--- src/rtl/eb_pkg.sv ---
package eb_pkg;
  localparam int WORD_W = 32;
  localparam int LEN_W  = 10;

  localparam int FL_BCA = 7;
  localparam int FL_RCA = 6;
  localparam int FL_RFF = 5;
  localparam int FL_CYC = 3;
  localparam int FL_WCA = 2;
  localparam int FL_WFF = 1;

  typedef struct packed {
    logic [7:0] flags;
    logic [7:0] be;
    logic [7:0] wcnt;
    logic [7:0] rcnt;
  } rec_hdr_t;

  typedef enum logic [2:0] {
    ST_PRB_WAIT, ST_PRB_HDR, ST_PRB_LOAD, ST_PRB_ECHO,
    ST_WAIT, ST_WORD, ST_BUS, ST_EMIT
  } eng_state_t;

  function automatic logic [LEN_W-1:0] rec_len(rec_hdr_t h);
    return LEN_W'(1) + LEN_W'(h.wcnt) + LEN_W'(h.rcnt)
         + LEN_W'(h.wcnt != 0) + LEN_W'(h.rcnt != 0);
  endfunction

  function automatic logic be_ok(logic [7:0] be);
    return be inside {8'h01, 8'h02, 8'h04, 8'h08, 8'h03, 8'h0C, 8'h0F};
  endfunction
endpackage

--- src/rtl/eb_rec_decode.sv ---
module eb_rec_decode
  import eb_pkg::*;
(
  input  rec_hdr_t          hdr_i,
  output logic [LEN_W-1:0]  wlen_o,
  output logic [LEN_W-1:0]  tlen_o,
  output logic [WORD_W-1:0] resp_o,
  output logic              wca_o,
  output logic              rca_o,
  output logic              wff_o,
  output logic              end_o
);
  logic [7:0] rflags;
  logic       unused_flags;

  assign unused_flags = ^{hdr_i.flags[4], hdr_i.flags[0]};

  // write section: header + base + data, or just the header
  assign wlen_o = (hdr_i.wcnt != 0) ? LEN_W'(hdr_i.wcnt) + LEN_W'(2) : LEN_W'(1);
  assign tlen_o = wlen_o + ((hdr_i.rcnt != 0) ? LEN_W'(hdr_i.rcnt) + LEN_W'(1) : '0);

  always_comb begin
    rflags         = '0;
    rflags[FL_CYC] = hdr_i.flags[FL_CYC];
    rflags[FL_WFF] = hdr_i.flags[FL_RFF];
    rflags[FL_WCA] = hdr_i.flags[FL_BCA];
  end

  assign resp_o = {rflags, hdr_i.be, hdr_i.rcnt, 8'h00};
  assign wca_o  = hdr_i.flags[FL_WCA];
  assign rca_o  = hdr_i.flags[FL_RCA];
  assign wff_o  = hdr_i.flags[FL_WFF];
  assign end_o  = hdr_i.flags[FL_CYC];
endmodule

--- src/rtl/eb_cfg_space.sv ---
module eb_cfg_space
  import eb_pkg::*;
#(
  parameter int N_CFG = 4
) (
  input  logic [WORD_W-1:0]       addr_i,
  input  logic [N_CFG*WORD_W-1:0] cfg_i,
  output logic [WORD_W-1:0]       data_o
);
  logic [WORD_W-1:0] term [N_CFG];

  for (genvar k = 0; k < N_CFG; k++) begin : g_word
    assign term[k] = (addr_i == WORD_W'(k * 4)) ? cfg_i[k*WORD_W +: WORD_W] : '0;
  end

  always_comb begin
    data_o = '0;
    for (int k = 0; k < N_CFG; k++) data_o = data_o | term[k];
  end
endmodule

--- src/rtl/eb_wb_engine.sv ---
module eb_wb_engine
  import eb_pkg::*;
#(
  parameter int ADR_W   = 32,
  parameter int AVAIL_W = 12,
  parameter int N_CFG   = 4
) (
  input  logic                    clk_i,
  input  logic                    rst_ni,
  input  logic                    close_i,
  input  logic [WORD_W-1:0]       in_data_i,
  input  logic [AVAIL_W-1:0]      in_avail_i,
  output logic                    in_pop_o,
  output logic [WORD_W-1:0]       out_data_o,
  output logic                    out_valid_o,
  input  logic                    out_ready_i,
  input  logic [N_CFG*WORD_W-1:0] cfg_i,
  output logic                    wb_cyc_o,
  output logic                    wb_stb_o,
  output logic                    wb_we_o,
  output logic [ADR_W-1:0]        wb_adr_o,
  output logic [3:0]              wb_sel_o,
  output logic [WORD_W-1:0]       wb_dat_o,
  input  logic [WORD_W-1:0]       wb_dat_i,
  input  logic                    wb_ack_i
);
  localparam logic [7:0]        SIZE_BYTE  = {4'(ADR_W / 8), 4'(WORD_W / 8)};
  localparam logic [WORD_W-1:0] PROBE_WORD = {8'h4E, 8'h6F, 8'h12, SIZE_BYTE};

  eng_state_t        st_q;
  rec_hdr_t          hdr_q, hdr_in;
  logic [LEN_W-1:0]  pos_q, wlen, tlen, in_len;
  logic [WORD_W-1:0] out_q, resp, cfg_rd, bdat_q;
  logic [ADR_W-1:0]  wadr_q, badr_q;
  logic              bwe_q, cyc_q;
  logic [3:0]        sel_q;
  logic              f_wca, f_rca, f_wff, f_end, rec_fits, fire, last;

  assign hdr_in   = rec_hdr_t'(in_data_i);
  assign in_len   = rec_len(hdr_in);
  assign rec_fits = (in_avail_i != '0) && (32'(in_avail_i) >= 32'(in_len));

  eb_rec_decode u_dec (
    .hdr_i (hdr_q), .wlen_o(wlen), .tlen_o(tlen), .resp_o(resp),
    .wca_o (f_wca), .rca_o(f_rca), .wff_o(f_wff), .end_o(f_end)
  );

  eb_cfg_space #(.N_CFG(N_CFG)) u_cfg (
    .addr_i(in_data_i), .cfg_i(cfg_i), .data_o(cfg_rd)
  );

  assign out_valid_o = (st_q == ST_PRB_HDR) || (st_q == ST_PRB_ECHO) || (st_q == ST_EMIT);
  assign out_data_o  = out_q;
  assign fire        = out_valid_o && out_ready_i;
  assign in_pop_o    = fire && !close_i;
  assign last        = (pos_q == tlen - LEN_W'(1));

  assign wb_cyc_o = cyc_q;
  assign wb_stb_o = (st_q == ST_BUS);
  assign wb_we_o  = bwe_q;
  assign wb_adr_o = badr_q;
  assign wb_sel_o = sel_q;
  assign wb_dat_o = bdat_q;

  always_ff @(posedge clk_i or negedge rst_ni) begin
    if (!rst_ni) begin
      st_q   <= ST_PRB_WAIT;
      hdr_q  <= '0;
      pos_q  <= '0;
      out_q  <= '0;
      wadr_q <= '0;
      badr_q <= '0;
      bdat_q <= '0;
      bwe_q  <= 1'b0;
      cyc_q  <= 1'b0;
      sel_q  <= 4'hF;
    end else if (close_i) begin
      st_q  <= ST_PRB_WAIT;
      cyc_q <= 1'b0;
    end else begin
      unique case (st_q)
        ST_PRB_WAIT:
          if (32'(in_avail_i) >= 32'd2) begin
            out_q <= PROBE_WORD;
            st_q  <= ST_PRB_HDR;
          end
        ST_PRB_HDR:  if (out_ready_i) st_q <= ST_PRB_LOAD;
        ST_PRB_LOAD: begin
          out_q <= in_data_i;
          st_q  <= ST_PRB_ECHO;
        end
        ST_PRB_ECHO: if (out_ready_i) st_q <= ST_WAIT;
        ST_WAIT:
          if (rec_fits) begin
            hdr_q <= hdr_in;
            pos_q <= '0;
            cyc_q <= 1'b1;
            if (be_ok(hdr_in.be)) sel_q <= hdr_in.be[3:0];
            st_q  <= ST_WORD;
          end
        ST_WORD: begin
          st_q <= ST_EMIT;
          if (pos_q < wlen) begin
            if (hdr_q.wcnt == 0) out_q <= resp;
            else if (pos_q == 0) out_q <= '0;
            else if (pos_q == 1) begin
              out_q  <= '0;
              wadr_q <= in_data_i[ADR_W-1:0];
            end else begin
              out_q <= (pos_q == wlen - LEN_W'(1)) ? resp : '0;
              if (!f_wca) begin
                bwe_q  <= 1'b1;
                badr_q <= wadr_q;
                bdat_q <= in_data_i;
                st_q   <= ST_BUS;
              end
            end
          end else if (pos_q == wlen) out_q <= in_data_i;   // return address
          else if (f_rca) out_q <= cfg_rd;
          else begin
            bwe_q  <= 1'b0;
            badr_q <= in_data_i[ADR_W-1:0];
            st_q   <= ST_BUS;
          end
        end
        ST_BUS:
          if (wb_ack_i) begin
            if (!bwe_q) out_q <= wb_dat_i;
            else if (!f_wff) wadr_q <= wadr_q + ADR_W'(4);
            st_q <= ST_EMIT;
          end
        ST_EMIT:
          if (out_ready_i) begin
            if (last) begin
              st_q <= ST_WAIT;
              if (f_end) cyc_q <= 1'b0;
            end else begin
              pos_q <= pos_q + LEN_W'(1);
              st_q  <= ST_WORD;
            end
          end
        default: st_q <= ST_PRB_WAIT;
      endcase
    end
  end

  p_stb_in_cyc_r9: assert property (@(posedge clk_i) disable iff (!rst_ni)
    wb_stb_o |-> wb_cyc_o);
  p_close_drops_r10: assert property (@(posedge clk_i) disable iff (!rst_ni)
    close_i |=> !wb_cyc_o && !wb_stb_o);
  p_stb_hold_r11: assert property (@(posedge clk_i) disable iff (!rst_ni)
    wb_stb_o && !wb_ack_i && !close_i |=>
      wb_stb_o && $stable(wb_adr_o) && $stable(wb_we_o) && $stable(wb_dat_o));
  p_out_hold_r13: assert property (@(posedge clk_i) disable iff (!rst_ni)
    out_valid_o && !out_ready_i && !close_i |=> out_valid_o && $stable(out_data_o));
  p_pop_avail_r3: assert property (@(posedge clk_i) disable iff (!rst_ni)
    in_pop_o |-> in_avail_i != '0);
  p_sel_legal_r12: assert property (@(posedge clk_i) disable iff (!rst_ni)
    wb_cyc_o |-> be_ok({4'h0, wb_sel_o}));
endmodule

--- config.mk ---
export PLATFORM = sky130hd
export DESIGN_NAME = eb_wb_engine
export DESIGN_NICKNAME = d
export VERILOG_FILES = /design/src/rtl/eb_pkg.sv /design/src/rtl/eb_rec_decode.sv /design/src/rtl/eb_cfg_space.sv /design/src/rtl/eb_wb_engine.sv
export SDC_FILE = /design/constraint.sdc
export NUM_CORES = 1
export LEC_CHECK = 0
export BUFFER_PORTS_ARGS = -buffer_cell sky130_fd_sc_hd__buf_2
export CAP_MARGIN = 40
export CORE_ASPECT_RATIO = 0.5
export CORE_MARGIN = 5
export CORE_UTILIZATION = 44
export CTS_BUF_LIST = sky130_fd_sc_hd__clkbuf_4
export CTS_CLUSTER_DIAMETER = 100
export DETAILED_ROUTE_END_ITERATION = 16
export HOLD_SLACK_MARGIN = 0.08
export PLACE_DENSITY = 0.7
export SYNTH_ARGS = -nofsm -noshare
export SYNTH_HDL_FRONTEND = slang
export SYNTH_SLANG_ARGS = --single-unit
--- constraint.sdc ---
create_clock -name clk_i -period 10.45 [get_ports clk_i]
set_clock_uncertainty 0.15 [all_clocks]
set_input_delay 1.5675 -clock clk_i [delete_from_list [all_inputs] [get_ports clk_i]]
set_output_delay 1.5675 -clock clk_i [all_outputs]
set_load 0.005 [all_outputs]
After elaboration in Yosys (flattened, before gate mapping)
Index checks and enable logic that the tools add are counted.
{"block": "classes", "n_reduce_logical": 29, "eq_ne": 48, "addsub": 11, "n_bitwise": 8, "n_lt_le_gt_ge": 3, "n_mux": 65}
{"cell": "32-bit two-way mux", "count": 24}
{"cell": "32-bit case mux with 4 select lines", "count": 1}
{"cell": "28-bit two-way mux", "count": 4}
{"cell": "32-bit bitwise OR", "count": 3}
{"cell": "32-bit by 4-bit == test with 1-bit output (second input constant)", "count": 2}
{"cell": "32-bit case mux with 2 select lines", "count": 1}
{"cell": "10-bit two-way mux", "count": 5}
{"cell": "32-bit by 3-bit adder with 32-bit output (second input constant)", "count": 1}
{"cell": "32-bit by 3-bit == test with 1-bit output (second input constant)", "count": 1}
{"cell": "32-bit zero test", "count": 1}
{"cell": "8-bit nonzero test", "count": 4}
{"cell": "10-bit == test", "count": 3}
{"cell": "2-bit inequality test (second input constant)", "count": 15}
{"cell": "8-bit by 4-bit == test with 1-bit output (second input constant)", "count": 3}
{"cell": "3-bit two-way mux", "count": 8}
{"cell": "3-bit case mux with 8 select lines", "count": 1}
{"cell": "3-bit inequality test (second input constant)", "count": 7}
{"cell": "10-bit by 1-bit adder with 10-bit output", "count": 2}
{"cell": "10-bit case mux with 2 select lines", "count": 1}
{"cell": "10-bit by 1-bit subtractor with 10-bit output (second input constant)", "count": 2}
{"cell": "1-bit two-way mux", "count": 19}
{"cell": "8-bit by 2-bit == test with 1-bit output (second input constant)", "count": 2}
{"cell": "3-bit == test (second input constant)", "count": 4}
{"cell": "12-bit by 10-bit >= comparator with 1-bit output", "count": 1}
{"cell": "other kinds (36)", "count": 49}
{"block": "word_totals", "wordCells": 177, "output_inout_bits": 105, "in_bits": 209, "register_bits": 179}

Depth between registers and ports, before layout
Gate-level depths: netlist of run 1.
{"block": "logic_depth", "ltp_word": 10, "mapped_depth": 25, "depth_no_buf": 23}

Modules after synthesis
From an unflattened synthesis of run 1, not the netlist that was laid out.
{"block": "unflattened", "hier_cells": 1351, "hier_area_um2": 13231.4}
{"mod": "eb_wb_engine", "cells_per_inst": 1139, "area_per_inst_um2": 11247.0, "instances": 1}
{"mod": "eb_cfg_space", "cells_per_inst": 87, "area_per_inst_um2": 1059.8, "instances": 1}
{"mod": "eb_rec_decode", "cells_per_inst": 125, "area_per_inst_um2": 924.6, "instances": 1}

Least setup slack after synthesis of run 1
No wires, ideal clock.
{"block": "synth_timing", "kind": "input to register", "from": "in in_data_i[2]", "to": "reg hdr_q[10] (netlist bit)", "setup_slack_ns": 4.129, "setup_time_ns": 0.125, "t_required_ns": 10.175, "arrival_time_ns": 6.047, "path_buffers": 4, "cell_stages": 21, "path_cell_list": "clkbuf_1 nor2_1 clkbuf_1 and3_1 fa_1 fa_1 nor2b_1 o21ai_0 a21oi_1 o21ai_0 nand2b_1 a21o_1 a21oi_1 xor2_1 ha_1 o211ai_1 o31ai_1 nor3b_1 clkbuf_1 buf_1 mux2_2"}
{"block": "synth_between", "elab_chain_cells": 6}
{"element": "from (decl)", "line_no": "eb_wb_engine.sv:11", "rtl": "input logic [WORD_W-1:0] in_data_i,"}
{"element": "9-bit by 8-bit adder with 10-bit output", "line_no": "eb_pkg.sv:25", "rtl": "return LEN_W'(1) + LEN_W'(h.wcnt) + LEN_W'(h.rcnt)"}
{"element": "10-bit by 1-bit adder with 10-bit output", "line_no": "eb_pkg.sv:26", "rtl": "+ LEN_W'(h.wcnt != 0) + LEN_W'(h.rcnt != 0);"}
{"element": "10-bit by 1-bit adder with 10-bit output *", "line_no": "eb_pkg.sv:26"}
{"element": "12-bit by 10-bit >= comparator with 1-bit output *", "line_no": "eb_wb_engine.sv:41", "rtl": "assign rec_fits = (in_avail_i != '0) && (32'(in_avail_i) >= 32'(in_len));"}
{"element": "1-bit logical AND *", "line_no": "eb_wb_engine.sv:41"}
{"element": "3-bit AND reduction (no line) *"}
{"element": "to (signal assigned)", "line_no": "eb_wb_engine.sv:95", "rtl": "hdr_q <= hdr_in;"}
{"element": "to (decl)", "line_no": "eb_wb_engine.sv:31", "rtl": "rec_hdr_t hdr_q, hdr_in;"}
Every way passes the cells marked *; elsewhere a longest branch is shown, timed or not.
A chain may end at the register's enable or synchronous reset.

Worst setup path after layout of run 1
{"block": "layout_timing", "from": "in in_data_i[3]", "to": "reg sel_q[1], in the netlist wb_sel_o[1]"}
{"block": "layout_between", "elab_chain_cells": 6}
{"element": "9-bit by 8-bit adder with 10-bit output", "line_no": "eb_pkg.sv:25"}
{"element": "10-bit by 1-bit adder with 10-bit output", "line_no": "eb_pkg.sv:26"}
{"element": "10-bit by 1-bit adder with 10-bit output *", "line_no": "eb_pkg.sv:26"}
{"element": "12-bit by 10-bit >= comparator with 1-bit output *", "line_no": "eb_wb_engine.sv:41"}
{"element": "1-bit logical AND *", "line_no": "eb_wb_engine.sv:41"}
{"element": "4-bit AND reduction (no line) *"}
{"element": "to (signal assigned)", "line_no": "eb_wb_engine.sv:98", "rtl": "if (be_ok(hdr_in.be)) sel_q <= hdr_in.be[3:0];"}
{"element": "to (decl)", "line_no": "eb_wb_engine.sv:36", "rtl": "logic [3:0] sel_q;"}
Marked as above.

==> results of run 1 <==
[kinds of logic after synthesis]
| family | count (synthesis) | synth area share |
|---|---|---|
| flops | 177 | 0.353 |
| simple gates | 412 | 0.161 |
| fa+ha+maj | 67 | 0.0686 |
| compound gates | 432 | 0.224 |
| xor+xnor | 42 | 0.0304 |
| buf+inv | 152 | 0.0474 |
| mux | 135 | 0.114 |
[worst max path at each step]
stage | depth (start not counted) | slack, ns | end | startpoint
2_1_floorplan | 21 | 4.13 | hdr_q[10] | in_data_i[2]
3_3_place_gp | 20 | 3.53 | wb_sel_o[0] | in_data_i[3]
3_5_place_dp | 20 | 3.35 | wb_sel_o[1] | in_data_i[3]
4_1_cts | 20 | 4.06 | wb_sel_o[1] | in_data_i[3]
5_1_grt | 20 | 3.59 | wb_sel_o[3] | in_data_i[3]
6_report | 20 | 3.98 | wb_sel_o[1] | in_data_i[3]
[layer usage]
layer  GRT usage  vias up
met1       0.378     6023
met4      0.0998        0
met3      0.0449      106
met2       0.433      566
met5           0        -
li1            -     5744
[metrics by stage]
stage	area, sq um	utilization	total power, uW	setup slack (ns)
4_1_cts	14800	0.531	3520	4.06
2_1_floorplan	12500	-	2430	4.13
5_1_grt	14800	0.531	3800	3.59
3_5_place_dp	14500	0.519	3060	3.35
6_report	14800	0.531	3540	3.98
3_3_place_gp	14400	0.516	3010	3.53
[layout by cell type, fill, tap and decap left out, types with 9 or more instances in the layout]
master and n:
sky130_fd_sc_hd__o22a_1 12, sky130_fd_sc_hd__nand3b_1 10, sky130_fd_sc_hd__o2111ai_1 9, sky130_fd_sc_hd__dfrtp_1 172, sky130_fd_sc_hd__a31oi_1 9, sky130_fd_sc_hd__clkbuf_4 17, sky130_fd_sc_hd__nand2_1 138, sky130_fd_sc_hd__a221o_1 12
sky130_fd_sc_hd__and3_1 19, sky130_fd_sc_hd__nor4_1 17, sky130_fd_sc_hd__mux2i_1 68, sky130_fd_sc_hd__ha_1 64, sky130_fd_sc_hd__xor2_1 18, sky130_fd_sc_hd__o221ai_1 11, sky130_fd_sc_hd__nor2_1 91, sky130_fd_sc_hd__xnor2_1 23
sky130_fd_sc_hd__o22ai_1 15, sky130_fd_sc_hd__buf_4 18, sky130_fd_sc_hd__buf_2 312, sky130_fd_sc_hd__o21ai_0 113, sky130_fd_sc_hd__mux2_2 67, sky130_fd_sc_hd__nand3_1 32, sky130_fd_sc_hd__a221oi_1 20, sky130_fd_sc_hd__nor3_1 18
sky130_fd_sc_hd__inv_1 54, sky130_fd_sc_hd__nand2b_1 24, sky130_fd_sc_hd__a21oi_1 112, sky130_fd_sc_hd__o21ai_1 20
[layout make-up]
type / instances / share of cell area
diodes: 2 / 0.000338
clock buffers: 17 / 0.00863
clock inverters: 15 / 0.0135
inverters: 55 / 0.0140
multi-input cells: 1088 / 0.512
flip-flops and latches: 177 / 0.300
well taps: 382 / 0.0323
repair buffers: 334 / 0.120
[power groups by stage]
stage / registers, uW / logic [uW] / clock network (uW)
2_1_floorplan: 1050 / 1380 / 0
3_3_place_gp: 1090 / 1920 / 0
3_5_place_dp: 1100 / 1960 / 0
4_1_cts: 1080 / 1970 / 461
5_1_grt: 1110 / 2190 / 493
6_report: 1090 / 1990 / 456
[flip-flops by register name, summed over array words and instances, names as in the netlist]
register / count
wb_cyc_o: 1
out_data_o: 32
wadr_q: 32
wb_dat_o: 32
hdr_q: 30
wb_sel_o: 4
pos_q: 10
wb_adr_o: 32
st_q: 3
wb_we_o: 1
[worst register-to-register path, delay by kind of cell (launching register included)]
family	cells	cell delay, ns
xor+xnor	1	0.16
simple gates	6	2.04
flops	1	0.46
fa+ha+maj	4	0.95
compound gates	4	1.03
buf+inv	3	0.48
==> results.py, run 1 <==
metrics = {
    "status": {
        "run_status": "complete, no violations",
    },
    "synthesis": {
        "synth.largest_area_cell": "sky130_fd_sc_hd__dfrtp_1",
        "synth_cell_types": 79,
        "synth.most_common_cell": "sky130_fd_sc_hd__dfrtp_1",
        "syn-instance-count": 1417,
        "portion_of_synthesized_cell_area_occupied_by_the_leading_cell_type": 0.345,
        "synth_seq_cells": 177,
        "part_of_the_yosys_area_used_for_sequential_elements": 0.353,
        "yosys-top-cells-count": "sky130_fd_sc_hd__dfrtp_1, sky130_fd_sc_hd__nand2_1, sky130_fd_sc_hd__a21oi_1, sky130_fd_sc_hd__o21ai_0, sky130_fd_sc_hd__nor2_1",
        "synth_warnings": 0,
        "synth-edff-count": 0,
        "synth.area.top_cells": "sky130_fd_sc_hd__dfrtp_1, sky130_fd_sc_hd__ha_1, sky130_fd_sc_hd__mux2_2",
        "synthesis.nets": 1693,
        "syn_area_sq_um": 12500,
        "synthFlopType": "sky130_fd_sc_hd__dfrtp_1",
        "syn_area_per_cell_sq_um": 8.85,
        "postSynth.asyncResetShare": 1.00,
    },
    "detailed_routing": {
        "routed-wl-met2_mm": 20.9,
        "maxUsedRoutingLayer": "met4",
        "drt-met1-wl_mm": 19.6,
        "detail_route.drc_violations": 0,
        "initialDrtViolationCount": 1267,
        "post_route_antenna_net_violation_count": 0,
        "drt-pass1-iter-count": 6,
        "routed_wirelength_mm": 45.4,
        "wire_per_inst_um": 22.0,
        "met3_length_mm": 3.30,
        "detailroute.via_count": 12400,
        "drt-vias-per-instance": 6.01,
    },
    "sta": {
        "grt_setup_unrepaired": "no",
        "worst_slew_pin_slew_ns": 0.884,
        "hold_viol": 0,
        "final.hold.worst_slack_ns": 0.345,
        "endpoints_failing_setup": 0,
        "final.setup.tns_ns": 0,
        "maxClockFrequency_ghz": 0.155,
        "timing.slew.headroom": 0.407,
        "post-route-min-period_ns": 6.47,
        "finalMaxSlewViolations": 0,
        "min_period_over_period": 0.619,
    },
    "pwr": {
        "clockPowerShare": 0.129,
        "comb_power_share": 0.563,
        "p_sw_frac": 0.455,
        "internal_power_uw": 1930,
        "power.sequential.fraction": 0.308,
        "power.static_leakage_uw": 0.00690,
        "max-vdd-ir-drop_mv": 0.150,
        "power_switching_uw": 1610,
        "pwrdens_nw_per_um2": 239,
    },
    "floorplanning": {
        "initial_core_util": 0.450,
        "floorplan_die_area_sq_um": 32200,
        "ioPinCount": 314,
        "dieWidth_um": 249,
        "die_height_um": 129,
        "placement_rows": 43,
        "fp.coreArea_sq_um": 27900,
    },
    "global_routing": {
        "pin_count_of_the_biggest_net_entering_global_routing": 77,
        "track_usage": 0.272,
        "grt_pass1_wl_mm": 68.4,
        "grt_antenna_before_repair": 1,
        "grt_pass1_vias": 11500,
        "grt.overflow.total": 0,
    },
    "setup_path": {
        "startpoint_type": "input pin",
        "path_buf_inv": 2,
        "worstPathRequired_ns": 10.89,
        "critical_path.reg2reg.startpoint": "hdr_q[9]",
        "setup.worst_path.class": "in2reg",
        "reg2reg_slack_ns": 5.09,
        "timing.critical_path.cells": "buf_2 -> nor2_1 -> and3_1 -> fa_1 -> fa_1 -> nor2b_1 -> o21ai_0 -> a21oi_1 -> o21ai_0 -> nand2b_1 -> a21o_1 -> a21oi_1 -> xor2_1 -> ha_1 -> o211ai_1 -> o31ai_1 -> nor3b_2 -> buf_4 -> nand3_1 -> mux2_2",
        "r2r_end": "pos_q[5]",
        "critical_path.max_stage_delay_ns": 0.55,
        "worstRegToRegCells": 18,
        "timing.critical_path.arrival_ns": 6.91,
        "critical-path-top-delay-family": "simple AND/OR/NAND/NOR gates",
        "worst_setup_path_end_kind": "flip-flop",
        "critPathMaxFanout": 36,
        "slowest_stage": "sky130_fd_sc_hd__buf_2",
    },
    "worst_hold_path": {
        "hold_path_startpoint": "wb_adr_o[15]",
        "worst_hold_path.endpoint": "wb_adr_o[15]",
        "hold_crit_depth": 2,
        "hold_class": "reg2reg",
    },
    "finish": {
        "combined_area_of_the_multi_input_logic_cells_sq_um": 7570,
        "layout.cells.non_filler": 2070,
        "layout.area.seq_sq_um": 4440,
        "fraction_of_layout_cells_with_a_size_suffix_above_1": 0.274,
        "fill_cells": 2691,
        "fin_nets": 1949,
        "synthToLayoutAreaGrowth_pct": 17.9,
    },
    "clock_network": {
        "clk_root_buffer_cell": "sky130_fd_sc_hd__clkbuf_4",
        "postCtsSetupRepairBufs": 0,
        "clk_latency_ns": 0.64,
        "cts_resized": 0,
        "tritoncts": "yes",
        "clock-sinks": 177,
        "htree_num_levels": 4,
        "cts_buffers": 17,
        "clock_path_buffers": 2,
        "hold_buffers": 0,
        "worst_setup_hold_path_clk_slew_ns": 0.16,
    },
    "place": {
        "dp_hpwl_mm": 34.3,
        "io_buffers": 313,
        "dp_cells": 2036,
        "gp_congestion": 0.954,
    },
    "flow_run": {
        "maxCapViolCount": 0,
    },
}
(Power assumes the default switching activity.)
==> run 2: changes to the inputs <==
ABC_AREA = 1   (was unset)
clock period = 6.5 ns   (was 10.45 ns; I/O delays follow)
==> results.py, run 2 <==
metrics = {
    "status": {
        "run_status": "complete, no violations",
    },
    "synthesis": {
        "adder_cell_area_share_of_the_yosys_netlist": 0.0684,
        "part_of_the_yosys_area_used_for_sequential_elements": 0.352,
        "fraction_of_synthesized_cell_area_in_xor_and_xnor_cells": 0.0376,
        "syn_area_sq_um": 12600,
        "synth.most_common_cell": "sky130_fd_sc_hd__nand2_1",
        "synth_seq_cells": 177,
        "postSynth.asyncResetShare": 1.00,
        "synth_compound_area_frac": 0.158,
        "synthesized_area_fraction_occupied_by_and_or_nand_nor_cells": 0.287,
        "synth.largest_area_cell": "sky130_fd_sc_hd__dfrtp_1",
        "synth_warnings": 0,
        "synth_top_family_by_area": "simple AND/OR/NAND/NOR gates",
        "synthesis.nets": 2115,
        "post_synth_mux_area_share": 0,
        "synthFlopType": "sky130_fd_sc_hd__dfrtp_1",
        "synth.area.top_cells": "sky130_fd_sc_hd__dfrtp_1, sky130_fd_sc_hd__nand2_1, sky130_fd_sc_hd__o21ai_0",
        "synth_cell_types": 52,
        "synth-edff-count": 0,
        "syn_area_per_cell_sq_um": 6.84,
        "yosys-top-cells-count": "sky130_fd_sc_hd__nand2_1, sky130_fd_sc_hd__inv_1, sky130_fd_sc_hd__nor2_1, sky130_fd_sc_hd__o21ai_0, sky130_fd_sc_hd__dfrtp_1",
        "portion_of_synthesized_cell_area_occupied_by_the_leading_cell_type": 0.344,
        "syn-instance-count": 1839,
    },
    "finish": {
        "post-route-cell-area_sq_um": 14800,
        "final_util": 0.530,
        "final_common_cell": "sky130_fd_sc_hd__nand2_1",
        "fraction_of_layout_cells_with_a_size_suffix_above_1": 0.192,
        "layout.cells.non_filler": 2518,
        "fin_nets": 2391,
        "most-common-layout-cells": "sky130_fd_sc_hd__nand2_1, sky130_fd_sc_hd__buf_2, sky130_fd_sc_hd__inv_1",
        "synthToLayoutAreaGrowth_pct": 17.6,
    },
    "pwr": {
        "max-vdd-ir-drop_mv": 0.191,
        "power.static_leakage_uw": 0.00771,
        "pwrdens_nw_per_um2": 365,
    },
    "clock_network": {
        "tritoncts": "yes",
        "clk_latency_ns": 0.67,
        "htree_num_levels": 4,
        "cts_buffers": 17,
        "cts_resized": 0,
        "clock_path_buffers": 2,
        "hold_buffers": 0,
        "postCtsSetupRepairBufs": 0,
        "clock-sinks": 177,
        "clk_root_buffer_cell": "sky130_fd_sc_hd__clkbuf_4",
        "worst_setup_hold_path_clk_slew_ns": 0.18,
    },
    "detailed_routing": {
        "initialDrtViolationCount": 1626,
        "detailroute.via_count": 13500,
        "routed_wirelength_mm": 48.4,
        "wire_per_inst_um": 19.2,
        "drt-vias-per-instance": 5.37,
        "post_route_antenna_net_violation_count": 0,
        "drt-pass1-iter-count": 6,
        "detail_route.drc_violations": 0,
    },
    "floorplanning": {
        "fp.coreArea_sq_um": 27900,
        "floorplan_die_area_sq_um": 32300,
        "initial_core_util": 0.451,
        "placement_rows": 43,
        "dieWidth_um": 249,
        "ioPinCount": 314,
        "die_height_um": 130,
    },
    "setup_path": {
        "worstPathRequired_ns": 6.89,
        "setup.worst_path.class": "in2reg",
        "worst_setup_path_end_kind": "flip-flop",
        "timing.critical_path.arrival_ns": 5.66,
        "startpoint_type": "input pin",
        "critPathMaxFanout": 14,
    },
    "global_routing": {
        "pin_count_of_the_biggest_net_entering_global_routing": 67,
        "grt_pass1_vias": 12500,
        "grt_antenna_before_repair": 6,
        "grt.overflow.total": 0,
        "grt_pass1_wl_mm": 72.5,
        "track_usage": 0.291,
    },
    "place": {
        "gp_congestion": 0.986,
        "placedInstanceArea_sq_um": 14500,
        "dp_hpwl_mm": 37.4,
        "io_buffers": 313,
        "dp_cells": 2478,
    },
    "sta": {
        "timing.slew.headroom": 0.393,
        "finalMaxSlewViolations": 0,
        "min_period_over_period": 0.810,
        "hold_viol": 0,
        "post-route-min-period_ns": 5.27,
        "endpoints_failing_setup": 0,
        "worst_slew_pin_slew_ns": 0.909,
        "final.setup.tns_ns": 0,
        "maxClockFrequency_ghz": 0.190,
        "grt_setup_unrepaired": "no",
    },
    "worst_hold_path": {
        "hold_class": "in2async",
    },
    "flow_run": {
        "maxCapViolCount": 0,
    },
}
-- run 2: metrics by stage --
step           worst slack, ns  hold slack [ns]  total power [uW]
3_5_place_dp             0.582            0.310              4710
3_3_place_gp             0.714            0.309              4640
2_1_floorplan             1.35            0.303              3710
4_1_cts                   1.31           0.0828              5380
6_report                  1.23           0.0919              5410
5_1_grt                  0.852           0.0889              5870
-- run 2: area by class of cell --
type                       instances  area, sq um
clock inverter                    14          153
tap                              382          478
multi-input combinational       1352         6960
sequential                       177         4430
inverter                         235          882
antenna                            8         20.0
timing repair buffer             332         1740
clock buffer                      18          135
fill                            2840        13100
-- run 2: path summary, 6_finish.rpt --
path                                  endpoint            from  cells after the start  slack, ns
worst max-delay path                  pos_q[5]    in_data_i[8]                     26       1.23
worst min-delay path                 wadr_q[7]          rst_ni                      1       0.09
worst max register to register  out_data_o[26]        hdr_q[9]                     19       1.36
worst min register to register  out_data_o[10]  out_data_o[10]                      2       0.34
max in group asynchronous              st_q[0]          rst_ni                      2       4.76
min in group clk_i              out_data_o[10]  out_data_o[10]                      2       0.34
-- run 2: logic make-up (layout without fill, tap and decap cells) --
| kind of cell | count (synthesis) | in the layout |
|---|---|---|
| xor+xnor | 54 | 54 |
| flops | 177 | 177 |
| fa+ha+maj | 67 | 67 |
| buf+inv | 310 | 599 |
| simple gates | 873 | 873 |
| compound gates | 358 | 358 |
| other cells | 0 | 8 |
-- run 2: report_power, final --
part           internal [uW]  switching [uW]
clock network            208             466
registers               1430             305
logic                   1120            1880
total                   2760            2650
-- run 2: metal layers --
layer	share of wire	up-vias	global-route usage
met4	0.037	2	0.116
met5	0.00014	-	0
met2	0.46	594	0.461
li1	-	6522	-
met3	0.093	108	0.0764
met1	0.41	6302	0.385
-- run 2: worst max-delay path, cell delays in order --
cell and delay [ns]:
sky130_fd_sc_hd__buf_2 0.14, sky130_fd_sc_hd__nor4_1 0.30, sky130_fd_sc_hd__inv_1 0.10, sky130_fd_sc_hd__nor2_1 0.17
sky130_fd_sc_hd__ha_1 0.27, sky130_fd_sc_hd__fa_1 0.41, sky130_fd_sc_hd__fa_1 0.41, sky130_fd_sc_hd__o21ai_0 0.28
sky130_fd_sc_hd__a21oi_1 0.11, sky130_fd_sc_hd__o21ai_0 0.27, sky130_fd_sc_hd__a21oi_1 0.12, sky130_fd_sc_hd__nor2_1 0.10
sky130_fd_sc_hd__nor2_1 0.06, sky130_fd_sc_hd__xor2_1 0.14, sky130_fd_sc_hd__ha_1 0.28, sky130_fd_sc_hd__nand2_1 0.05
sky130_fd_sc_hd__nor2_1 0.18, sky130_fd_sc_hd__nand3_1 0.11, sky130_fd_sc_hd__nand4_1 0.11, sky130_fd_sc_hd__nand2_1 0.05
sky130_fd_sc_hd__inv_1 0.09, sky130_fd_sc_hd__nor2_1 0.07, sky130_fd_sc_hd__nor2_1 0.17, sky130_fd_sc_hd__nand3_1 0.23
sky130_fd_sc_hd__inv_1 0.33, sky130_fd_sc_hd__o21ai_0 0.13
